===== src/rtl/sacc_pkg.sv =====
package sacc_pkg;

    typedef logic [31:0] f32_t;

    // Adds two non-negative binary32 values; zero/denormal inputs count as zero,
    // result is truncated (no rounding increment).
    function automatic f32_t fadd_pos(input f32_t x, input f32_t y);
        logic [7:0]  e_big, e_sml, shift;
        logic [23:0] m_big, m_sml, m_aln;
        logic [24:0] sum;
        f32_t        res;
        if (x[30:23] == 8'd0) return y;
        if (y[30:23] == 8'd0) return x;
        if (x[30:23] >= y[30:23]) begin
            e_big = x[30:23]; m_big = {1'b1, x[22:0]};
            e_sml = y[30:23]; m_sml = {1'b1, y[22:0]};
        end else begin
            e_big = y[30:23]; m_big = {1'b1, y[22:0]};
            e_sml = x[30:23]; m_sml = {1'b1, x[22:0]};
        end
        shift = e_big - e_sml;
        m_aln = (shift > 8'd24) ? 24'd0 : (m_sml >> shift);
        sum   = {1'b0, m_big} + {1'b0, m_aln};
        if (sum[24]) res = {1'b0, e_big + 8'd1, sum[23:1]};
        else         res = {1'b0, e_big, sum[22:0]};
        return res;
    endfunction

endpackage


===== src/rtl/sacc_fifo.sv =====
module sacc_fifo #(
    parameter int DEPTH = 8,
    parameter int W     = 36
) (
    input  logic                       clk_i,
    input  logic                       rst_ni,
    input  logic                       push_i,
    input  logic [W-1:0]               wdata_i,
    input  logic                       pop_i,
    output logic [W-1:0]               rdata_o,
    output logic                       empty_o,
    output logic                       full_o,
    output logic [$clog2(DEPTH):0]     count_o
);
    localparam int PW = $clog2(DEPTH);

    typedef struct packed {
        logic [DEPTH-1:0][W-1:0] slot;
        logic [PW-1:0]           rp;
        logic [PW-1:0]           wp;
        logic [PW:0]             cnt;
    } fifo_st_t;

    fifo_st_t st_d, st_q;

    always_comb begin
        st_d = st_q;
        if (push_i) begin
            st_d.slot[st_q.wp] = wdata_i;
            st_d.wp = (st_q.wp == PW'(DEPTH - 1)) ? '0 : st_q.wp + 1'b1;
        end
        if (pop_i) begin
            st_d.rp = (st_q.rp == PW'(DEPTH - 1)) ? '0 : st_q.rp + 1'b1;
        end
        st_d.cnt = st_q.cnt + (PW + 1)'(push_i) - (PW + 1)'(pop_i);
    end

    always_ff @(posedge clk_i) begin
        if (!rst_ni) st_q <= '0;
        else         st_q <= st_d;
    end

    assign rdata_o = st_q.slot[st_q.rp];
    assign empty_o = (st_q.cnt == '0);
    assign full_o  = (st_q.cnt == (PW + 1)'(DEPTH));
    assign count_o = st_q.cnt;

endmodule


===== src/rtl/sacc_fadd.sv =====
module sacc_fadd
    import sacc_pkg::*;
#(
    parameter int AW  = 4,
    parameter int LAT = 3
) (
    input  logic                     clk_i,
    input  logic                     rst_ni,
    input  logic                     in_v_i,
    input  logic [AW-1:0]            in_a_i,
    input  f32_t                     op_x_i,
    input  f32_t                     op_y_i,
    output logic [LAT-1:0]           stg_v_o,
    output logic [LAT-1:0][AW-1:0]   stg_a_o,
    output logic                     out_v_o,
    output logic [AW-1:0]            out_a_o,
    output f32_t                     out_s_o
);
    typedef struct packed {
        logic [LAT-1:0]          v;
        logic [LAT-1:0][AW-1:0]  a;
        logic [LAT-1:0][31:0]    s;
    } pipe_st_t;

    pipe_st_t st_d, st_q;

    always_comb begin
        st_d      = st_q;
        st_d.v[0] = in_v_i;
        st_d.a[0] = in_a_i;
        st_d.s[0] = fadd_pos(op_x_i, op_y_i);
        for (int k = 1; k < LAT; k++) begin
            st_d.v[k] = st_q.v[k-1];
            st_d.a[k] = st_q.a[k-1];
            st_d.s[k] = st_q.s[k-1];
        end
    end

    always_ff @(posedge clk_i) begin
        if (!rst_ni) st_q <= '0;
        else         st_q <= st_d;
    end

    assign stg_v_o = st_q.v;
    assign stg_a_o = st_q.a;
    assign out_v_o = st_q.v[LAT-1];
    assign out_a_o = st_q.a[LAT-1];
    assign out_s_o = st_q.s[LAT-1];

endmodule


===== src/rtl/scatter_accum.sv =====
module scatter_accum
    import sacc_pkg::*;
#(
    parameter int AW     = 4,
    parameter int LAT    = 3,
    parameter int QDEPTH = 8
) (
    input  logic          clk_i,
    input  logic          rst_ni,
    input  logic          in_valid_i,
    output logic          in_ready_o,
    input  logic [AW-1:0] in_addr_i,
    input  logic [31:0]   in_data_i,
    input  logic          flush_i,
    output logic          done_o,
    input  logic [AW-1:0] rd_addr_i,
    output logic [31:0]   rd_data_o
);
    localparam int WORDS = 1 << AW;
    localparam int EW    = AW + 32;
    localparam int CW    = $clog2(QDEPTH) + 1;

    typedef struct packed {
        logic [31:0] rd_data;
    } top_st_t;

    top_st_t st_d, st_q;

    f32_t                   mem_q [WORDS];
    logic [LAT-1:0]         stg_v;
    logic [LAT-1:0][AW-1:0] stg_a;
    logic                   wb_v;
    logic [AW-1:0]          wb_a;
    f32_t                   wb_s;

    logic [EW-1:0]          head_e;
    logic [AW-1:0]          head_a;
    logic                   q_empty, q_full;
    logic [CW-1:0]          q_cnt;

    logic                   take_new, new_haz, head_haz;
    logic                   issue_v, issue_from_q, push, pop;
    logic [AW-1:0]          issue_a, mem_ra;
    f32_t                   issue_val;

    assign head_a     = head_e[EW-1:32];
    assign in_ready_o = !q_full && !flush_i;
    assign take_new   = in_valid_i && in_ready_o;

    always_comb begin
        new_haz  = 1'b0;
        head_haz = 1'b0;
        for (int k = 0; k < LAT; k++) begin
            if (stg_v[k] && stg_a[k] == in_addr_i) new_haz  = 1'b1;
            if (stg_v[k] && stg_a[k] == head_a)    head_haz = 1'b1;
        end
    end

    always_comb begin
        issue_from_q = !(take_new && !new_haz) && !q_empty && !head_haz;
        issue_v      = (take_new && !new_haz) || issue_from_q;
        push         = take_new && new_haz;
        pop          = issue_from_q;
        issue_a      = issue_from_q ? head_a : in_addr_i;
        issue_val    = issue_from_q ? head_e[31:0] : in_data_i;
        mem_ra       = issue_v ? issue_a : rd_addr_i;
        st_d         = st_q;
        if (!issue_v) st_d.rd_data = mem_q[mem_ra];
    end

    always_ff @(posedge clk_i) begin
        if (!rst_ni) st_q <= '0;
        else         st_q <= st_d;
    end

    always_ff @(posedge clk_i) begin
        if (!rst_ni) begin
            for (int i = 0; i < WORDS; i++) mem_q[i] <= '0;
        end else if (wb_v) begin
            mem_q[wb_a] <= wb_s;
        end
    end

    sacc_fifo #(.DEPTH(QDEPTH), .W(EW)) i_park (
        .clk_i   (clk_i),
        .rst_ni  (rst_ni),
        .push_i  (push),
        .wdata_i ({in_addr_i, in_data_i}),
        .pop_i   (pop),
        .rdata_o (head_e),
        .empty_o (q_empty),
        .full_o  (q_full),
        .count_o (q_cnt)
    );

    sacc_fadd #(.AW(AW), .LAT(LAT)) i_fadd (
        .clk_i   (clk_i),
        .rst_ni  (rst_ni),
        .in_v_i  (issue_v),
        .in_a_i  (issue_a),
        .op_x_i  (mem_q[mem_ra]),
        .op_y_i  (issue_val),
        .stg_v_o (stg_v),
        .stg_a_o (stg_a),
        .out_v_o (wb_v),
        .out_a_o (wb_a),
        .out_s_o (wb_s)
    );

    assign done_o    = flush_i && q_empty && (stg_v == '0);
    assign rd_data_o = st_q.rd_data;

endmodule


===== config.mk =====
export PLATFORM = sky130hd
export DESIGN_NAME = scatter_accum
export DESIGN_NICKNAME = d
export VERILOG_FILES = /design/src/rtl/sacc_pkg.sv /design/src/rtl/sacc_fifo.sv /design/src/rtl/sacc_fadd.sv /design/src/rtl/scatter_accum.sv
export SDC_FILE = /design/constraint.sdc
export NUM_CORES = 2
export LEC_CHECK = 0
export CAP_MARGIN = 10
export CORE_UTILIZATION = 25
export DETAILED_ROUTE_END_ITERATION = 7
export DONT_BUFFER_PORTS = 1
export MAX_ROUTING_LAYER = met4
export PLACE_DENSITY_LB_ADDON = 0.08
export SETUP_SLACK_MARGIN = 0.1
export SKIP_CTS_REPAIR_TIMING = 1
export SLEW_MARGIN = 20
export SYNTH_ARGS = -nofsm -noshare
export SYNTH_HDL_FRONTEND = slang
export SYNTH_HIERARCHICAL = 1
export SYNTH_SLANG_ARGS = --single-unit

===== constraint.sdc =====
create_clock -name clk_i -period 13.8 [get_ports clk_i]
set_input_delay 0 -clock clk_i [delete_from_list [all_inputs] [get_ports clk_i]]
set_output_delay 0 -clock clk_i [all_outputs]
set_load 0.03 [all_outputs]

Word-level counts from Yosys, hierarchy flattened
Memory sizes are Yosys's and may differ from the RTL's.
Index checks and enable logic that the tools add are counted.
{"block": "op_classes", "add_sub_neg": 7, "mul": 0, "div": 0, "n_lt_le_gt_ge": 5, "n_eq_ne": 9, "shift": 1, "n_mux": 44, "bitwise": 0, "n_reduce_logical": 27}
{"operator": "$bwmux 288", "count": 1}
{"operator": "$mux 32", "count": 6}
{"operator": "$mux 24", "count": 5}
{"operator": "$bmux 36 s3", "count": 1}
{"operator": "$demux 36 s3", "count": 1}
{"operator": "$mux 36", "count": 2}
{"operator": "$mux 8", "count": 6}
{"operator": "$mux 23", "count": 2}
{"operator": "$reduce_or 32->1", "count": 1}
{"operator": "$mux 31", "count": 1}
{"operator": "$add 24x24->25", "count": 1}
{"operator": "$eq 4x4->1", "count": 6}
{"operator": "$shr 24x8->24", "count": 1}
{"operator": "$logic_not 8->1", "count": 2}
{"operator": "$logic_and 1x1->1", "count": 15}
{"operator": "$mux 1", "count": 14}
{"operator": "$mux 4", "count": 3}
{"operator": "$add 8x1->8 const B", "count": 1}
{"operator": "$ge 8x8->1", "count": 1}
{"operator": "$gt 8x5->1 const B", "count": 1}
{"operator": "$lt 3x4->1 const B", "count": 2}
{"operator": "$sub 8x8->8", "count": 1}
{"operator": "$add 3x1->3 const B", "count": 2}
{"operator": "$eq 3x3->1 const B", "count": 2}
{"operator": "other kinds (9)", "count": 15}
{"block": "word_totals", "reg_bits": 441, "latchBits": 0, "ram_bits": 512, "rom_bits": 0, "input_bits": 44, "out_inout_bits": 34, "word_cells": 113, "mem_count": 1}
{"memory": "mem_q", "words": 16, "width": 32, "rd": 1, "rd_ports_with_merged_regs": 0, "wr": 16, "line_no": "scatter_accum.sv:29", "text": "f32_t mem_q [WORDS];"}

Depth between registers and ports, before layout
An unclocked memory read counts as a cell.
{"block": "logic_depth", "depth_word": 25, "mapped_depth": 55, "depth_no_buf": 44}

Hierarchy
Netlist, hierarchy kept.
{"module": "scatter_accum", "n_inst": 1, "cells_per_inst": 1970, "area_each_um2": 25598.3, "seq_area_each_um2": 16015.4}
{"module": "sacc_fifo", "n_inst": 1, "cells_per_inst": 1488, "area_each_um2": 13810.7, "seq_area_each_um2": 5965.7}
{"module": "sacc_fadd", "n_inst": 1, "cells_per_inst": 930, "area_each_um2": 7617.3, "seq_area_each_um2": 2222.1}

Worst setup path before layout
No wires, ideal clock.
{"block": "synth_path", "path_kind": "register to register", "from": "register i_park/st_q[7] (netlist bit)", "to": "register i_fadd.st_q, in the netlist i_fadd/st_d[50]", "setup_ns": 0.128, "arrival_ns": 10.247, "required_time_ns": 13.672, "setup_slack_ns": 3.425, "path_stages_with_launch": 52, "n_path_buf": 11, "synth_period_minus_slack_ns": 10.375, "cell_sequence": "dfxtp_1 > buf_6 > mux4_2 > mux2_2 > xor2_1 > nor3_1 > and3_1 > o31ai_1 > a31o_2 > buf_4 > buf_4 > buf_2 > mux2i_1 > a22oi_1 > nand2_1 > a21oi_1 > inv_1 > ha_1 > [... 16 more ...] > clkbuf_1 > o22ai_1 > and2_1 > ha_1 > fa_1 > a21o_1 > a21oi_1 > o21ai_0 > a31oi_1 > a21oi_1 > a31oi_1 > a21oi_1 > or2_2 > clkbuf_1 > nor2_4 > buf_6 > mux2i_1 > o21ai_1"}
{"block": "synth_via", "elab_chain_cells": 23, "elab_cells_between_ends": 46, "cone_classes": "2 x add/sub; 2 x order compare; 3 x eq/ne; 1 x shift; 29 x mux; 8 x reduce/logical; 1 x memory"}
{"element": "from (decl)", "line_no": "sacc_fifo.sv:24", "text": "fifo_st_t st_d, st_q;"}
{"element": "from (signal assigned)", "line_no": "sacc_fifo.sv:40", "text": "else st_q <= st_d;"}
{"element": "$bmux 36 s3 *", "line_no": "sacc_fifo.sv:43", "text": "assign rdata_o = st_q.slot[st_q.rp];"}
{"element": "$mux 36 (implied by the code) *", "line_no": "sacc_fifo.sv:43"}
{"element": "net head_e[32]", "line_no": "scatter_accum.sv:36", "text": "logic [EW-1:0] head_e;"}
{"element": "$eq 4x4->1", "line_no": "scatter_accum.sv:55", "text": "if (stg_v[k] && stg_a[k] == head_a) head_haz = 1'b1;"}
{"element": "$logic_and 1x1->1", "line_no": "scatter_accum.sv:55"}
{"element": "$mux 1 (3 in a row)", "line_no": "scatter_accum.sv:55"}
{"element": "$logic_not 1->1", "line_no": "scatter_accum.sv:60", "text": "issue_from_q = !(take_new && !new_haz) && !q_empty && !head_haz;"}
{"element": "$logic_and 1x1->1", "line_no": "scatter_accum.sv:60"}
{"element": "[... 6 more ...]"}
{"element": "$mux 8", "line_no": "sacc_pkg.sv:13", "text": "if (y[30:23] == 8'd0) return x;"}
{"element": "$sub 8x8->8", "line_no": "sacc_pkg.sv:21", "text": "shift = e_big - e_sml;"}
{"element": "$shr 24x8->24 / $gt 8x5->1 (equally long branches)", "line_no": "sacc_pkg.sv:22", "text": "m_aln = (shift > 8'd24) ? 24'd0 : (m_sml >> shift);"}
{"element": "$mux 24", "line_no": "sacc_pkg.sv:22"}
{"element": "$add 24x24->25", "line_no": "sacc_pkg.sv:23", "text": "sum = {1'b0, m_big} + {1'b0, m_aln};"}
{"element": "$mux 31", "line_no": "sacc_pkg.sv:24", "text": "if (sum[24]) res = {1'b0, e_big + 8'd1, sum[23:1]};"}
{"element": "$mux 32", "line_no": "sacc_pkg.sv:14", "text": "if (x[30:23] >= y[30:23]) begin"}
{"element": "$mux 32 *", "line_no": "sacc_pkg.sv:13"}
{"element": "to (signal assigned)", "line_no": "sacc_fadd.sv:41", "text": "else st_q <= st_d;"}
{"element": "to (decl)", "line_no": "sacc_fadd.sv:25", "text": "pipe_st_t st_d, st_q;"}
Mark *: on every way through the listed nets, which the timed path passes. The rest lies on a longest branch. The select of a mux whose other input is x is not followed.
A chain may end at the register's enable or synchronous reset.

Final worst setup path
{"block": "layout_path", "from": "register i_park/st_q[7] (netlist bit)", "to": "register i_fadd.st_q, in the netlist i_fadd/st_d[49]"}
The elaborated chain is that of the path after synthesis.

==> reports/metrics.csv <==
stage;metric;value;unit
run_status;status;finished with violations;
run_status;violations;hold timing, slew limit;
clocking;clock_sinks;953;
logic_synthesis;synth_nets;4473;
clocking;tritoncts;done;
timing;max_freq;80.6;MHz
drt;dr.max_layer_used;met4;
clocking;clk_pin_slew;0.06;ns
setup_path;required;14.44;ns
setup_path;crit_path_start_kind;flip-flop;
pwr;netSwitchingFraction;0.446;
floorplanning;core-area;0.186;mm^2
pwr;power.static_leakage;19.8;nW
logic_synthesis;yosysWarnings;6;
pwr;combPwrFrac;0.533;
setup_path;crit_path_frequent_cell;a21oi_1;
drt;met1_length;80300;um
drt;drc;0;
grt;antenna_found_initial;14;
pwr;p_sw;0.00625;W
cells_and_area;area_growth;14.6;%
cells_and_area;nNetsFinal;4348;
placed_design;place_area;0.0493;mm^2
pwr;power.share.sequential;0.240;
timing;whs;-0.101;ns
grt;grtUsageTotal;0.184;
cells_and_area;num-fill-cells;19200;
logic_synthesis;synthCells;4384;
drt;antenna_left;0;
grt;grt_pass1_wl;248000;um
drt;drtIter0Drc;2098;
setup_path;reg2reg_depth;35;
clocking;cts_buffers;118;
clocking;htree_levels;3;
floorplanning;num_io_pins;78;
drt;drt-pass1-iter-count;5;
pwr;p_int;0.00775;W
timing;slew_headroom;-0.533;
grt;gr-total-overflow;0;
floorplanning;die_y;436;um
clocking;cts-root-buf;clkbuf_16;
cells_and_area;final_cell_area;0.0539;mm^2
run;cap_violations;0;
setup_path;slowest_delay;0.89;ns
timing;max_slew.worst_pin.slew;2.30;ns
floorplanning;start_util;0.253;
cells_and_area;drive_gt1_frac;0.119;
timing;min_period;12.40;ns
worst_hold_path;hold_depth;2;
setup_path;crit_path_end_kind;flip-flop;
setup_path;crit_arrival;13.04;ns
timing;rsz0062_at_grt;no;
logic_synthesis;synth_area_per_cell;10.7;um^2
drt;wl_met3;5600;um
placed_design;dpl.hpwl;96000;um
setup_path;cp_slowest_cell;a21oi_1;
drt;vias;32100;
drt;vias_per_cell;4.68;
grt;grt_max_degree;410;
pwr;clkPwrFrac;0.227;
clocking;clockBufferDepth;3;
timing;period_share;0.899;
floorplanning;num_rows;158;
clocking;clock_latency;0.81;ns
setup_path;criticalPathCategory;flip-flop to flip-flop;
cells_and_area;layout_common_cells;nand2_1 (821), and2_1 (603), edfxtp_1 (512), dfxtp_1 (438), mux2i_1 (351);
setup_path;critPathMaxFanout;48;
timing;finalHoldViolCount;12;
timing;drv_slew;290;
drt;drt-total-wl;174000;um
grt;grt_pass1_vias;32200;
drt;dr_wl_met2;84900;um
logic_synthesis;syn-cell-area;0.0470;mm^2
pwr;power;0.0140;W
cells_and_area;final_common_cell;nand2_1;
floorplanning;die_area;0.190;mm^2
drt;drt-wirelength-per-cell;25.4;um
pwr;ir_drop;243;uV
timing;setup-violations-final;0;
pwr;power_density;260;mW/mm^2
worst_hold_path;hold_class;input pin to flip-flop;
timing;finalClockSkew;0.0914;ns
placed_design;place_congestion;0.832;
floorplanning;die_x;436;um
timing;fin_setup_tns;0;ns
placed_design;portBuffers;0;
cells_and_area;fin_util;0.290;
area by class of cell:
type / instances / area, um^2 / share of cell area
inverters: 31 / 116 / 0.00216
clock buffers: 172 / 3350 / 0.0621
clock inverters: 48 / 607 / 0.0113
repair buffers: 138 / 1240 / 0.0231
well taps: 2480 / 3100 / 0.0576
flip-flops and latches: 953 / 24200 / 0.450
multi-input cells: 3017 / 21200 / 0.393
diodes: 19 / 47.5 / 0.000883
stage by stage:
step / cells / setup slack, ns
after floorplan: 4384 / 3.43
after global placement: 6568 / 1.60
after detailed placement: 6570 / 1.47
after CTS: 6790 / 1.36
after global routing: 6847 / 0.577
final: 6858 / 1.40
final timing paths:
| check | start | endpoint | slack [ns] |
|---|---|---|---|
| setup / recovery | i_park/st_q[7] | i_fadd/st_d[49] | 1.40 |
| hold / removal | rst_ni | i_park/st_q[163] | -0.10 |
| setup reg to reg | i_park/st_q[7] | i_fadd/st_d[49] | 1.40 |
| hold reg to reg | i_fadd/st_d[67] | i_fadd/out_s_o[3] | 0.36 |
sequential cells by signal (all words and copies together) (netlist names):
register / cells
rd_data_o: 32
i_fadd/stg_v_o: 3
i_fadd/st_d: 64
i_park/st_q: 294
i_fadd/out_s_o: 32
i_fadd/stg_a_o: 8
mem_q: 512
i_fadd/out_a_o: 4
i_park/count_o: 4
critical path, delay by kind of cell, from the launching register on:
kind,cells,cell delay (ns)
compound gates,18,5.81
simple gates,7,2.08
mux,5,1.63
buf+inv,2,1.03
flops,1,0.74
fa+ha+maj,2,0.69
xor+xnor,1,0.15
power by group through the flow:
stage	clock, W	combinational, W	sequential (W)
global placement	0	0.00750	0.00342
finish	0.00318	0.00747	0.00335
detailed placement	0	0.00741	0.00342
global route	0.00338	0.00818	0.00338
floorplan	0	0.00538	0.00330
CTS	0.00328	0.00745	0.00336
routing by layer:
layer  track usage  vias to the layer above
met3        0.0243                      209
met5             -                        -
li1              -                    15200
met4        0.0380                        0
met2         0.307                      522
met1         0.239                    16100
Power figures use the tool's default switching activity.
